[src/rtl/ramp_pkg.sv]
package ramp_pkg;
    typedef enum logic [1:0] {
        ST_IDLE   = 2'd0,
        ST_STEP   = 2'd1,
        ST_SETTLE = 2'd2,
        ST_DONE   = 2'd3
    } step_state_e;
endpackage

[src/rtl/ramp_sync.sv]
module ramp_sync #(
    parameter int STAGES = 2
) (
    input  logic clk,
    input  logic rst,
    input  logic d_i,
    output logic q_o
);
    logic [STAGES-1:0] chain_d, chain_q;

    always_comb begin
        chain_d = {chain_q[STAGES-2:0], d_i};
    end

    always_ff @(posedge clk) begin
        if (rst) chain_q <= '0;
        else     chain_q <= chain_d;
    end

    assign q_o = chain_q[STAGES-1];
endmodule

[src/rtl/ramp_popcount.sv]
module ramp_popcount #(
    parameter int W     = 8,
    parameter int OUT_W = $clog2(W + 1)
) (
    input  logic [W-1:0]     therm_i,
    output logic [OUT_W-1:0] count_o
);
    always_comb begin
        count_o = '0;
        for (int i = 0; i < W; i++) begin
            count_o = count_o + OUT_W'(therm_i[i]);
        end
    end
endmodule

[src/rtl/ramp_stepper.sv]
module ramp_stepper
    import ramp_pkg::*;
#(
    parameter int W     = 8,
    parameter int SET_W = 4
) (
    input  logic             clk,
    input  logic             rst,
    input  logic             start_i,
    input  logic             trip_i,
    input  logic [SET_W-1:0] settle_i,
    output logic [W-1:0]     code_o,
    output logic             valid_o,
    output logic             over_o
);
    localparam int CNT_W = SET_W + 1;

    typedef struct packed {
        step_state_e      st;
        logic [W-1:0]     code;
        logic [CNT_W-1:0] cnt;
        logic             valid;
        logic             over;
    } regs_t;

    regs_t r_d, r_q;
    logic [CNT_W-1:0] reload;
    logic [W-1:0]     code_q;

    assign reload = CNT_W'(settle_i) + CNT_W'(1);
    assign code_q = r_q.code;

    always_comb begin
        r_d = r_q;
        case (r_q.st)
            ST_IDLE, ST_DONE: begin
                if (start_i) begin
                    r_d.st    = ST_SETTLE;
                    r_d.code  = '0;
                    r_d.cnt   = reload;
                    r_d.valid = 1'b0;
                    r_d.over  = 1'b0;
                end
            end
            ST_SETTLE: begin
                if (r_q.cnt == '0) r_d.st  = ST_STEP;
                else               r_d.cnt = r_q.cnt - CNT_W'(1);
            end
            ST_STEP: begin
                if (trip_i) begin
                    r_d.st    = ST_DONE;
                    r_d.valid = 1'b1;
                end else if (&r_q.code) begin
                    r_d.st    = ST_DONE;
                    r_d.valid = 1'b1;
                    r_d.over  = 1'b1;
                end else begin
                    r_d.code = {r_q.code[W-2:0], 1'b1};
                    r_d.cnt  = reload;
                    r_d.st   = ST_SETTLE;
                end
            end
            default: r_d.st = ST_IDLE;
        endcase
    end

    always_ff @(posedge clk) begin
        if (rst) begin
            r_q.st    <= ST_IDLE;
            r_q.code  <= '0;
            r_q.cnt   <= '0;
            r_q.valid <= 1'b0;
            r_q.over  <= 1'b0;
        end else begin
            r_q <= r_d;
        end
    end

    assign code_o  = r_q.code;
    assign valid_o = r_q.valid;
    assign over_o  = r_q.over;

    // the code is always a fill of ones from bit 0
    a_r2_thermo: assert property (@(posedge clk) disable iff (rst)
        ((code_q + W'(1)) & code_q) == '0);

    // every nonzero change adds exactly one more one at the bottom
    a_r2_one_step: assert property (@(posedge clk) disable iff (rst)
        (!$stable(code_q) && code_q != '0) |-> code_q == {$past(code_q[W-2:0]), 1'b1});

    // a held result does not move until start
    a_r10_hold: assert property (@(posedge clk) disable iff (rst)
        (r_q.st == ST_DONE && !start_i) |=> ($stable(code_q) && r_q.valid && $stable(r_q.over)));

    // out-of-range only with full scale and valid
    a_r5_over_full: assert property (@(posedge clk) disable iff (rst)
        r_q.over |-> (&code_q && r_q.valid));

    // start during a run does not clear the code
    a_r9_no_restart: assert property (@(posedge clk) disable iff (rst)
        ((r_q.st == ST_SETTLE || r_q.st == ST_STEP) && code_q != '0) |=> code_q != '0);
endmodule

[src/rtl/ramp_ref_ctrl.sv]
module ramp_ref_ctrl #(
    parameter int W        = 8,
    parameter int SET_W    = 4,
    parameter int SYNC     = 2,
    localparam int LVL_W   = $clog2(W + 1)
) (
    input  logic             clk,
    input  logic             rst,
    input  logic             start_i,
    input  logic             test_en_i,
    input  logic [SET_W-1:0] settle_i,
    input  logic             cmp_i,
    input  logic [W-1:0]     rd_data_i,
    output logic [W-1:0]     ref_code_o,
    output logic [W-1:0]     data_o,
    output logic [LVL_W-1:0] level_o,
    output logic             valid_o,
    output logic             over_o
);
    logic trip_s;

    ramp_sync #(.STAGES(SYNC)) u_sync (
        .clk (clk),
        .rst (rst),
        .d_i (cmp_i),
        .q_o (trip_s)
    );

    ramp_stepper #(.W(W), .SET_W(SET_W)) u_step (
        .clk      (clk),
        .rst      (rst),
        .start_i  (start_i),
        .trip_i   (trip_s),
        .settle_i (settle_i),
        .code_o   (ref_code_o),
        .valid_o  (valid_o),
        .over_o   (over_o)
    );

    ramp_popcount #(.W(W), .OUT_W(LVL_W)) u_cnt (
        .therm_i (ref_code_o),
        .count_o (level_o)
    );

    always_comb begin
        data_o = test_en_i ? ref_code_o : rd_data_i;
    end

    // the level count agrees with the code driven to the reference
    a_r7_level: assert property (@(posedge clk) disable iff (rst)
        32'(level_o) == $countones(ref_code_o));
endmodule

[config.mk]
export PLATFORM = sky130hd
export DESIGN_NAME = ramp_ref_ctrl
export DESIGN_NICKNAME = d
export VERILOG_FILES = /design/src/rtl/ramp_pkg.sv /design/src/rtl/ramp_sync.sv /design/src/rtl/ramp_popcount.sv /design/src/rtl/ramp_stepper.sv /design/src/rtl/ramp_ref_ctrl.sv
export SDC_FILE = /design/constraint.sdc
export NUM_CORES = 1
export LEC_CHECK = 0
export BUFFER_PORTS_ARGS = -buffer_cell sky130_fd_sc_hd__buf_2
export CELL_PAD_IN_SITES_DETAIL_PLACEMENT = 1
export CELL_PAD_IN_SITES_GLOBAL_PLACEMENT = 2
export CORE_ASPECT_RATIO = 1.1
export CORE_UTILIZATION = 32
export DETAILED_ROUTE_END_ITERATION = 10
export MAX_ROUTING_LAYER = met4
export PLACE_DENSITY = 0.83
export SYNTH_ARGS = -nofsm -noshare
export SYNTH_HDL_FRONTEND = slang
export SYNTH_SLANG_ARGS = --single-unit
[constraint.sdc]
create_clock -name clk -period 7.7 [get_ports clk]
set_input_delay 1.155 -clock clk [delete_from_list [all_inputs] [get_ports clk]]
set_output_delay 1.155 -clock clk [all_outputs]
set_load 0.01 [all_outputs]
# Word level (Yosys, flattened, before mapping)
# Cells that the tools add are included.
# W data, S select, Z words.
# word_totals
reg_bits	19
inputBits	17
output_inout_bits	22
word_cells	50
# op_classes
n_addsub	9
n_eq_ne	10
muxes	15
reduce_logical	10
# op_table
op	n
$mux W13	2
$add A4 B1 Y4	6
$mux W17	1
$pmux W8 S2	1
$pmux W5 S3	1
$reduce_and A4 Y1	3
$mux W8	1
$ne A2 B2 Y1 const B	4
$reduce_and A8 Y1	1
$mux W2	3
$pmux W2 S3	1
$add A4 B1 Y5 const B	1
$logic_not A5 Y1	1
$mux W5	1
$sub A5 B1 Y5 const B	1
$eq A2 B2 Y1 const B	2
$ne A2 B1 Y1 const B	2
$pmux W2 S2	1
$mux W1	3
$ne A3 B2 Y1 const B	1
$reduce_and A3 Y1	1
$add A1 B1 Y2	1
$eq A2 B1 Y1 const B	1
$logic_not A2 Y1	1
3 further kinds	3

# Longest topological paths before layout
# Gate-level depths: netlist (run 1).
# depth
depth_word	7
depth_mapped	8
mapped_depth_nobuf	8

# By module
# From an unflattened synthesis (run 1), not the netlist that was laid out.
# hier_totals
hier_cells	139
area_unflattened_um2	1353.8
# by_module_without_submodules
mod	instances	cells_per_inst	area_each_um2	seq_area_each_um2
ramp_stepper	1	104	977.2	340.3
ramp_popcount	1	22	192.7	0.0
ramp_ref_ctrl	1	9	131.4	0.0
ramp_sync	1	4	52.6	40.0

# Least setup slack after synthesis (run 1)
# Ideal clock, no wire load.
# synth_timing
path_type	flip-flop to output port
start	reg u_step.r_q, in the netlist u_step.code_o[0]
end	out level_o[2]
t_arrival_ns	2.665
required_ns	6.545
slack_ns	3.880
stages_incl_launch_ff	9
n_path_buf	0
cell_sequence	dfxtp_1 > ha_1 > inv_1 > fa_1 > fa_1 > inv_1 > fa_1 > fa_1 > xor2_1
# synth_via
elab_chain_cells	7
# synth_lines
element	line	rtl
from (decl)	ramp_stepper.sv:26	regs_t r_d, r_q;
from (signal assigned)	ramp_stepper.sv:75	r_q <= r_d;
$add A1 B1 Y2	ramp_popcount.sv:11	count_o = count_o + OUT_W'(therm_i[i]);
$add A4 B1 Y4 (6 in series)	ramp_popcount.sv:11	
to (decl)	ramp_ref_ctrl.sv:16	output logic [LVL_W-1:0] level_o,
# No other way between the ends.

# Worst setup path after layout (run 1)
# layout_timing
start	reg u_step.r_q, in the netlist u_step.code_o[1]
end	out level_o[2]
# The elaborated chain is that of the path after synthesis.

==> results of run 1 <==
## worst max path at each step
stage / start / to / depth (start not counted)
2_1_floorplan: u_step.code_o[0]$_SDFFE_PP0P_ / level_o[2] / 8
5_1_grt: u_step.code_o[1]$_SDFFE_PP0P_ / level_o[2] / 9
6_report: u_step.code_o[1]$_SDFFE_PP0P_ / level_o[2] / 9
4_1_cts: u_step.code_o[0]$_SDFFE_PP0P_ / level_o[2] / 9
3_3_place_gp: u_step.code_o[0]$_SDFFE_PP0P_ / level_o[2] / 9
3_5_place_dp: u_step.code_o[0]$_SDFFE_PP0P_ / level_o[2] / 9
## critical path, cell delays in order (launching register included)
cell     delay, ps
dfxtp_1        410
ha_1           260
inv_1           70
fa_1           430
fa_1           500
inv_1           50
fa_1           410
fa_1           440
xor2_1         140
buf_2          150
## where the power goes
part	leakage, nW	internal [mW]	total, mW	switching [mW]
Combinational	0.531	0.0747	0.167	0.0928
Sequential	0.155	0.113	0.129	0.0156
Clock	0.0255	0.0360	0.0715	0.0355
## logic make-up (layout without fill, tap and decap cells)
logic type                 Yosys count  in the layout  synth area share, %
and+or+nand+nor                     35             35                15.94
AOI/OAI and AO/OA                   34             34                19.37
buffers and inverters               26             55                10.02
DFF                                 19             19                29.01
adders and majority gates           13             13                14.70
muxes                                9              9                7.634
xor gates and xnor gates             5              5                3.340
## area by class of cell
cell class | instances | area [sq um] | share of cell area, %
clock buffers | 3 | 41.29 | 2.698
clock inverters | 1 | 5.005 | 0.3271
inverters | 13 | 48.80 | 3.189
multi-input cells | 96 | 799.5 | 52.25
flip-flops and latches | 19 | 380.4 | 24.86
well taps | 52 | 65.06 | 4.252
repair buffers | 38 | 190.2 | 12.43
## Yosys cell counts, drive strengths merged, types with 2 or more instances
| cell | number | area (sq um) |
|---|---|---|
| nand2 | 3 | 11.26 |
| o211ai | 2 | 15.01 |
| o21ai | 6 | 30.02 |
| xor2 | 3 | 26.28 |
| nand3 | 4 | 20.02 |
| a22o | 7 | 61.31 |
| nand4 | 2 | 12.51 |
| buf | 11 | 75.07 |
| nand3b | 2 | 15.01 |
| ha | 9 | 112.6 |
| mux2 | 8 | 90.09 |
| dfxtp | 19 | 380.4 |
| inv | 13 | 48.80 |
| a21oi | 10 | 65.07 |
| xnor2 | 2 | 17.52 |
| fa | 4 | 80.08 |
| clkbuf | 2 | 7.510 |
| nor2b | 4 | 25.02 |
| nor3 | 2 | 10.01 |
| a211oi | 2 | 20.02 |
| o22a | 2 | 18.77 |
| nor2 | 8 | 30.03 |
## per-stage QoR
| stage | instance area, sq um | power, mW | util (%) |
|---|---|---|---|
| 6_report | 1530 | 0.3678 | 38.90 |
| 4_1_cts | 1530 | 0.3723 | 38.90 |
| 2_1_floorplan | 1311 | 0.2612 | - |
| 3_3_place_gp | 1484 | 0.2923 | 37.72 |
| 3_5_place_dp | 1484 | 0.2994 | 37.72 |
| 5_1_grt | 1530 | 0.3967 | 38.90 |
## layer usage
metal | vias to the layer above | track usage, % | share of wire (%)
li1 | 550 | - | -
met5 | - | - | 0
met4 | 0 | 6.718 | 1.8
met2 | 34 | 29.51 | 52
met1 | 544 | 16.85 | 42
met3 | 6 | 1.656 | 3.5
## sequential cells by signal (all words and copies together), names as in the netlist
register,cells
u_step.over_o,1
u_step.valid_o,1
u_sync.chain_q,2
u_step.code_o,8
u_step.r_q,7
==> results.md, run 1 <==
- Global-route wire length before repair: 5395 um
- Total GRT Usage: 15.96%
- Worst reg2reg setup slack: 5730 ps
- Tmin final: 4277 ps
- Final WL: 3143 um
- Maximum fanout along the worst path: 5
- Slew Viols, Final: 0
- FMAX: 233.8 MHz
- Most common cell after layout, fill and taps aside: buf_2
- Tcrit/Tclk final: 55.54%
- Initial antenna violation count: 0
- Pwr dens: 240.4 mW/mm^2
- PortBufs: 38
- Sequential area share after synthesis: 29.01%
- CTS tree: built
- Post-Syn Nets: 171
- Crit end category: output port
- Relative slew slack: 62.28%
- WL per Instance: 14.16 um
- CTS Sinks: 19
- Cell Count, Final, Fillers Out: 222
- CTS H-tree lvls: 1
- Die height: 69.14 um
- Effective utilization at floorplan: 33.33%
- Post-CTS Resized: 0
- WHS Endpoint: u_step.valid_o$_SDFFE_PP0P_
- Final setup margin: 3423 ps
- Unique masters post-synth: 44
- CTS Root Cell: clkbuf_8
- Clk_skew: 2.394 ps
- ANT cells: 0
- Netlist Area Pre-Place: 0.001311 sq mm
- Hold Vio Cnt, Final: 0
- Worst Path Arrival: 3120 ps
- Syn Inst Count: 141
- Hold crit path type: reg -> reg
- MaxCap Viol Count: 0
- Total CTS buffers: 3
- Reg2reg end: u_step.code_o[4]$_SDFFE_PP0P_
- I/O pin count: 39
- HP Start: u_step.valid_o$_SDFFE_PP0P_
- VDD IR max: 0.05889 mV
- Clk_lat worst skew: 260 ps
- Placement row count: 24
- Startpoint Class: flop
- Die X: 63.04 um
- Final setup TNS: 0 ps
- Most frequent cells in the layout: 38 x buf_2, 19 x dfxtp_1, 13 x inv_1
- Share of layout cells above drive strength 1: 32.94%
- Syn avg cell area: 9.300 sq um
- Area growth from synthesis to layout: 16.70%
- Die area: 0.004358 sq mm
- Lkg Pwr: 0.7116 nW
- Worst EP required: 6550 ps
- Fin nets: 201
- Core area: 0.003934 sq mm
- Placed Cells: 218
- Gr ovfl total: 0
- FFs w/ async S/R, synth: 0%
- WHS Path Cells: 2
- DRT iter0 DRCs: 42
- Synth Flop Type: dfxtp_1
- Startpoint of the worst register-to-register path: u_step.r_q[15]$_SDFFE_PP0P_
- Antenna-violating nets left: 0
- Yosys reg bits: 19
- Vias in the first global route: 1192
- Status: complete, no violations
- Final Setup Violations: 0
- Clock transition at path regs: 80 ps
- Fillers: 479
- Drc violations: 0
- Hold_buf cts: 0
- Worst-Margin Slew: 565.8 ps
- TritonRoute pass-1 iters: 4
- Post-CTS Setup Repair Bufs: 0
- Crit path kind: reg -> out
- Via count: 1134
- Final Hold Slack: 459.1 ps
- Reg2reg path depth: 6
- Avg Vias per Cell: 5.108
- Pre-CTS WS: 3689 ps
- RSZ-0062 raised after global routing: false
- DP HPWL: 2542 um
- Largest net degree at the start of global routing: 17
- Synth Warn #: 0
- GP Congestion: 0.7519
- Clk buf depth: 2
- Number of synthesized flops with an enable pin: 0
Note: power is estimated with default switching activity, not from simulation.
==> inputs of run 2 (changes only) <==
--- a/config.mk
+++ b/config.mk
@@ -9,10 +9,10 @@
 export CELL_PAD_IN_SITES_DETAIL_PLACEMENT = 1
 export CELL_PAD_IN_SITES_GLOBAL_PLACEMENT = 2
 export CORE_ASPECT_RATIO = 1.1
-export CORE_UTILIZATION = 32
+export CORE_UTILIZATION = 27
 export DETAILED_ROUTE_END_ITERATION = 10
 export MAX_ROUTING_LAYER = met4
-export PLACE_DENSITY = 0.83
+export PLACE_DENSITY = 0.75
 export SYNTH_ARGS = -nofsm -noshare
 export SYNTH_HDL_FRONTEND = slang
 export SYNTH_SLANG_ARGS = --single-unit
==> constraint.sdc (replaced) <==
create_clock -name clk -period 3.5 [get_ports clk]
set_input_delay 0.525 -clock clk [delete_from_list [all_inputs] [get_ports clk]]
set_output_delay 0.525 -clock clk [all_outputs]
set_load 0.01 [all_outputs]
==> run 2 against run 1 <==
  * Routed wire length increased by 1.5%
  * Register-to-register slack got worse by 4200 ps
  * Final area increased by 3.5%
  * Clock-buffer cell count unchanged
  * Clock skew increased by 3.8 ps
  * Die area increased by 18%
  * Non-clock buffer count increased by 3
  * Flip-flop and latch count unchanged
  * Combinational power increased by 120%
  * Critical path depth decreased by 1
  * Highest routed layer unchanged
==> results.md, run 2 (synthesis results as in run 1) <==
- Placement row count: 26 (was 24)
- Die area: 0.005140 sq mm (was 0.004358 sq mm)
- Clk_lat worst skew: 260 ps (about the same)
- Met3 wire len: 117 um (was 110 um)
- WL per Instance: 13.93 um (was 14.16 um)
- Die X: 68.45 um (was 63.04 um)
- Global-route wire length before repair: 5313 um (was 5395 um)
- Most common cell after layout, fill and taps aside: buf_2 (unchanged)
- Relative slew slack: 59.07% (was 62.28%)
- Fin nets: 204 (was 201)
- Crit path kind: reg -> out (unchanged)
- Share of layout cells above drive strength 1: 38.15% (was 32.94%)
- Maximum fanout along the worst path: 2 (was 5)
- Final WL: 3190 um (was 3143 um)
- Final setup margin: 49.95 ps (was 3423 ps)
- Area growth from synthesis to layout: 20.80% (was 16.70%)
- VDD IR max: 0.1721 mV (was 0.05889 mV)
- Tmin final: 3450 ps
- Hold crit path type: reg -> reg (unchanged)
- Critical path cell sequence: ha_4 -> inv_2 -> fa_1 -> fa_1 -> inv_2 -> fa_2 -> fa_2 -> buf_6 (was ha_1 -> inv_1 -> fa_1 -> fa_1 -> inv_1 -> fa_1 -> fa_1 -> xor2_1 -> buf_2)
- Drc violations: 0 (unchanged)
- Highest Signal Layer: met4 (unchanged)
- Post-route total power: 0.8116 mW (was 0.3678 mW)
- PortBufs: 38 (unchanged)
- Vias in the first global route: 1187 (was 1192)
- Most frequent cells in the layout: 37 x buf_2, 17 x dfxtp_1, 11 x inv_1 (was 38 x buf_2, 19 x dfxtp_1, 13 x inv_1)
- Worst Path Arrival: 2930 ps (was 3120 ps)
- Via count: 1158 (was 1134)
- Worst EP required: 2970 ps (was 6550 ps)
- Clock transition at path regs: 80 ps (about the same)
- MaxCap Viol Count: 0 (unchanged)
- Crit end category: output port (unchanged)
- I/O pin count: 39 (unchanged)
- Total CTS buffers: 3 (unchanged)
- Final Hold Slack: 457.7 ps (was 459.1 ps)
- WL met2: 1680 um (was 1640 um)
- DRT iter0 DRCs: 32 (was 42)
- CTS H-tree lvls: 1 (unchanged)
- Tcrit/Tclk final: 98.57%
- Die height: 75.09 um (was 69.14 um)
- Slowest stage delay, CP: 540 ps (was 500 ps)
- Pre-CTS WS: 133.4 ps (was 3689 ps)
- Status: complete, no violations (unchanged)
- Avg Vias per Cell: 5.057 (was 5.108)
- RSZ-0062 raised after global routing: true (was false)
- ANT cells: 0 (unchanged)
- Fillers: 576 (was 479)
- Lkg Pwr: 0.7191 nW (was 0.7116 nW)
- Bufs and invs on worst path: 3 (unchanged)
- Clk buf depth: 2 (unchanged)
- Clk_skew: 6.197 ps (was 2.394 ps)
- Gr ovfl total: 0 (unchanged)
- Pwr dens: 512.4 mW/mm^2 (was 240.4 mW/mm^2)
- Core area: 0.004652 sq mm (was 0.003934 sq mm)
- Family with the most delay on the worst path: adder cells (unchanged)
- M1 wire length: 1348 um (was 1334 um)
- FMAX: 289.9 MHz
- Max reg flops: 8 (unchanged)
- DP HPWL: 2506 um (was 2542 um)
- GP Congestion: 0.7390 (was 0.7519)
- Hold Vio Cnt, Final: 0 (unchanged)
- Worst-Margin Slew: 614.0 ps (was 565.8 ps)
- Antenna-violating nets left: 0 (unchanged)
- Startpoint Class: flop (unchanged)
- Largest net degree at the start of global routing: 17 (unchanged)
- TritonRoute pass-1 iters: 4 (unchanged)
- Crit-path slowest cell: fa_1 (unchanged)
- Final Setup Violations: 0 (unchanged)
- Slew Viols, Final: 0 (unchanged)
- Finished Core Util: 34.05% (was 38.90%)
- CTS Root Cell: clkbuf_8 (unchanged)
- CTS Sinks: 19 (unchanged)
- Hold_buf cts: 0 (unchanged)
- Total GRT Usage: 14.47% (was 15.96%)
- CTS tree: built (unchanged)
- Effective utilization at floorplan: 28.19% (was 33.33%)
- Initial antenna violation count: 0 (unchanged)
[run 2: final timing paths]
path / startpoint / endpoint / slack [ps] / cells past startpoint
max reg2reg: u_step.r_q[15]$_SDFFE_PP0P_ / u_step.code_o[5]$_SDFFE_PP0P_ / 1550 / 6
min reg2reg: u_sync.chain_q[0]$_SDFF_PP0_ / u_sync.chain_q[1]$_SDFF_PP0_ / 460 / 1
min: u_sync.chain_q[0]$_SDFF_PP0_ / u_sync.chain_q[1]$_SDFF_PP0_ / 460 / 1
max: u_step.code_o[1]$_SDFFE_PP0P_ / level_o[1] / 50 / 8
[run 2: repair_timing]
action                                  CTS  global route
resized for setup                         8             0
pin swaps                                 3             3
buffers inserted                          2             0
endpoints found under the setup margin    2             2
[run 2: power breakdown]
group | internal (mW) | leakage, nW | switching, mW
Combinational | 0.166 | 0.538 | 0.203
Sequential | 0.249 | 0.156 | 0.0360
Clock | 0.0793 | 0.0255 | 0.0784
[run 2: cell type report]
type / instances / area [sq um] / share of cell area, %
Clock buffer: 3 / 41.29 / 2.607
Sequential cell: 19 / 382.9 / 24.17
Tap cell: 56 / 70.07 / 4.423
Inverter: 13 / 48.80 / 3.081
Multi-Input combinational cell: 96 / 817.0 / 51.58
Clock inverter: 1 / 5.005 / 0.3160
Timing Repair Buffer: 41 / 219.0 / 13.82
[run 2: metrics by stage]
stage	TNS, ps	area (sq um)	cells
6_report	0	1584	229
5_1_grt	-85.98	1584	229
4_1_cts	-4.913	1584	229
3_5_place_dp	0	1496	223
3_3_place_gp	0	1496	223
2_1_floorplan	0	1311	141
[run 2: metal layers]
| metal | global-route usage, % | vias to the layer above |
|---|---|---|
| li1 | - | 559 |
| met1 | 15.75 | 563 |
| met2 | 26.25 | 32 |
| met3 | 1.818 | 4 |
| met4 | 5.556 | 0 |
| met5 | - | - |
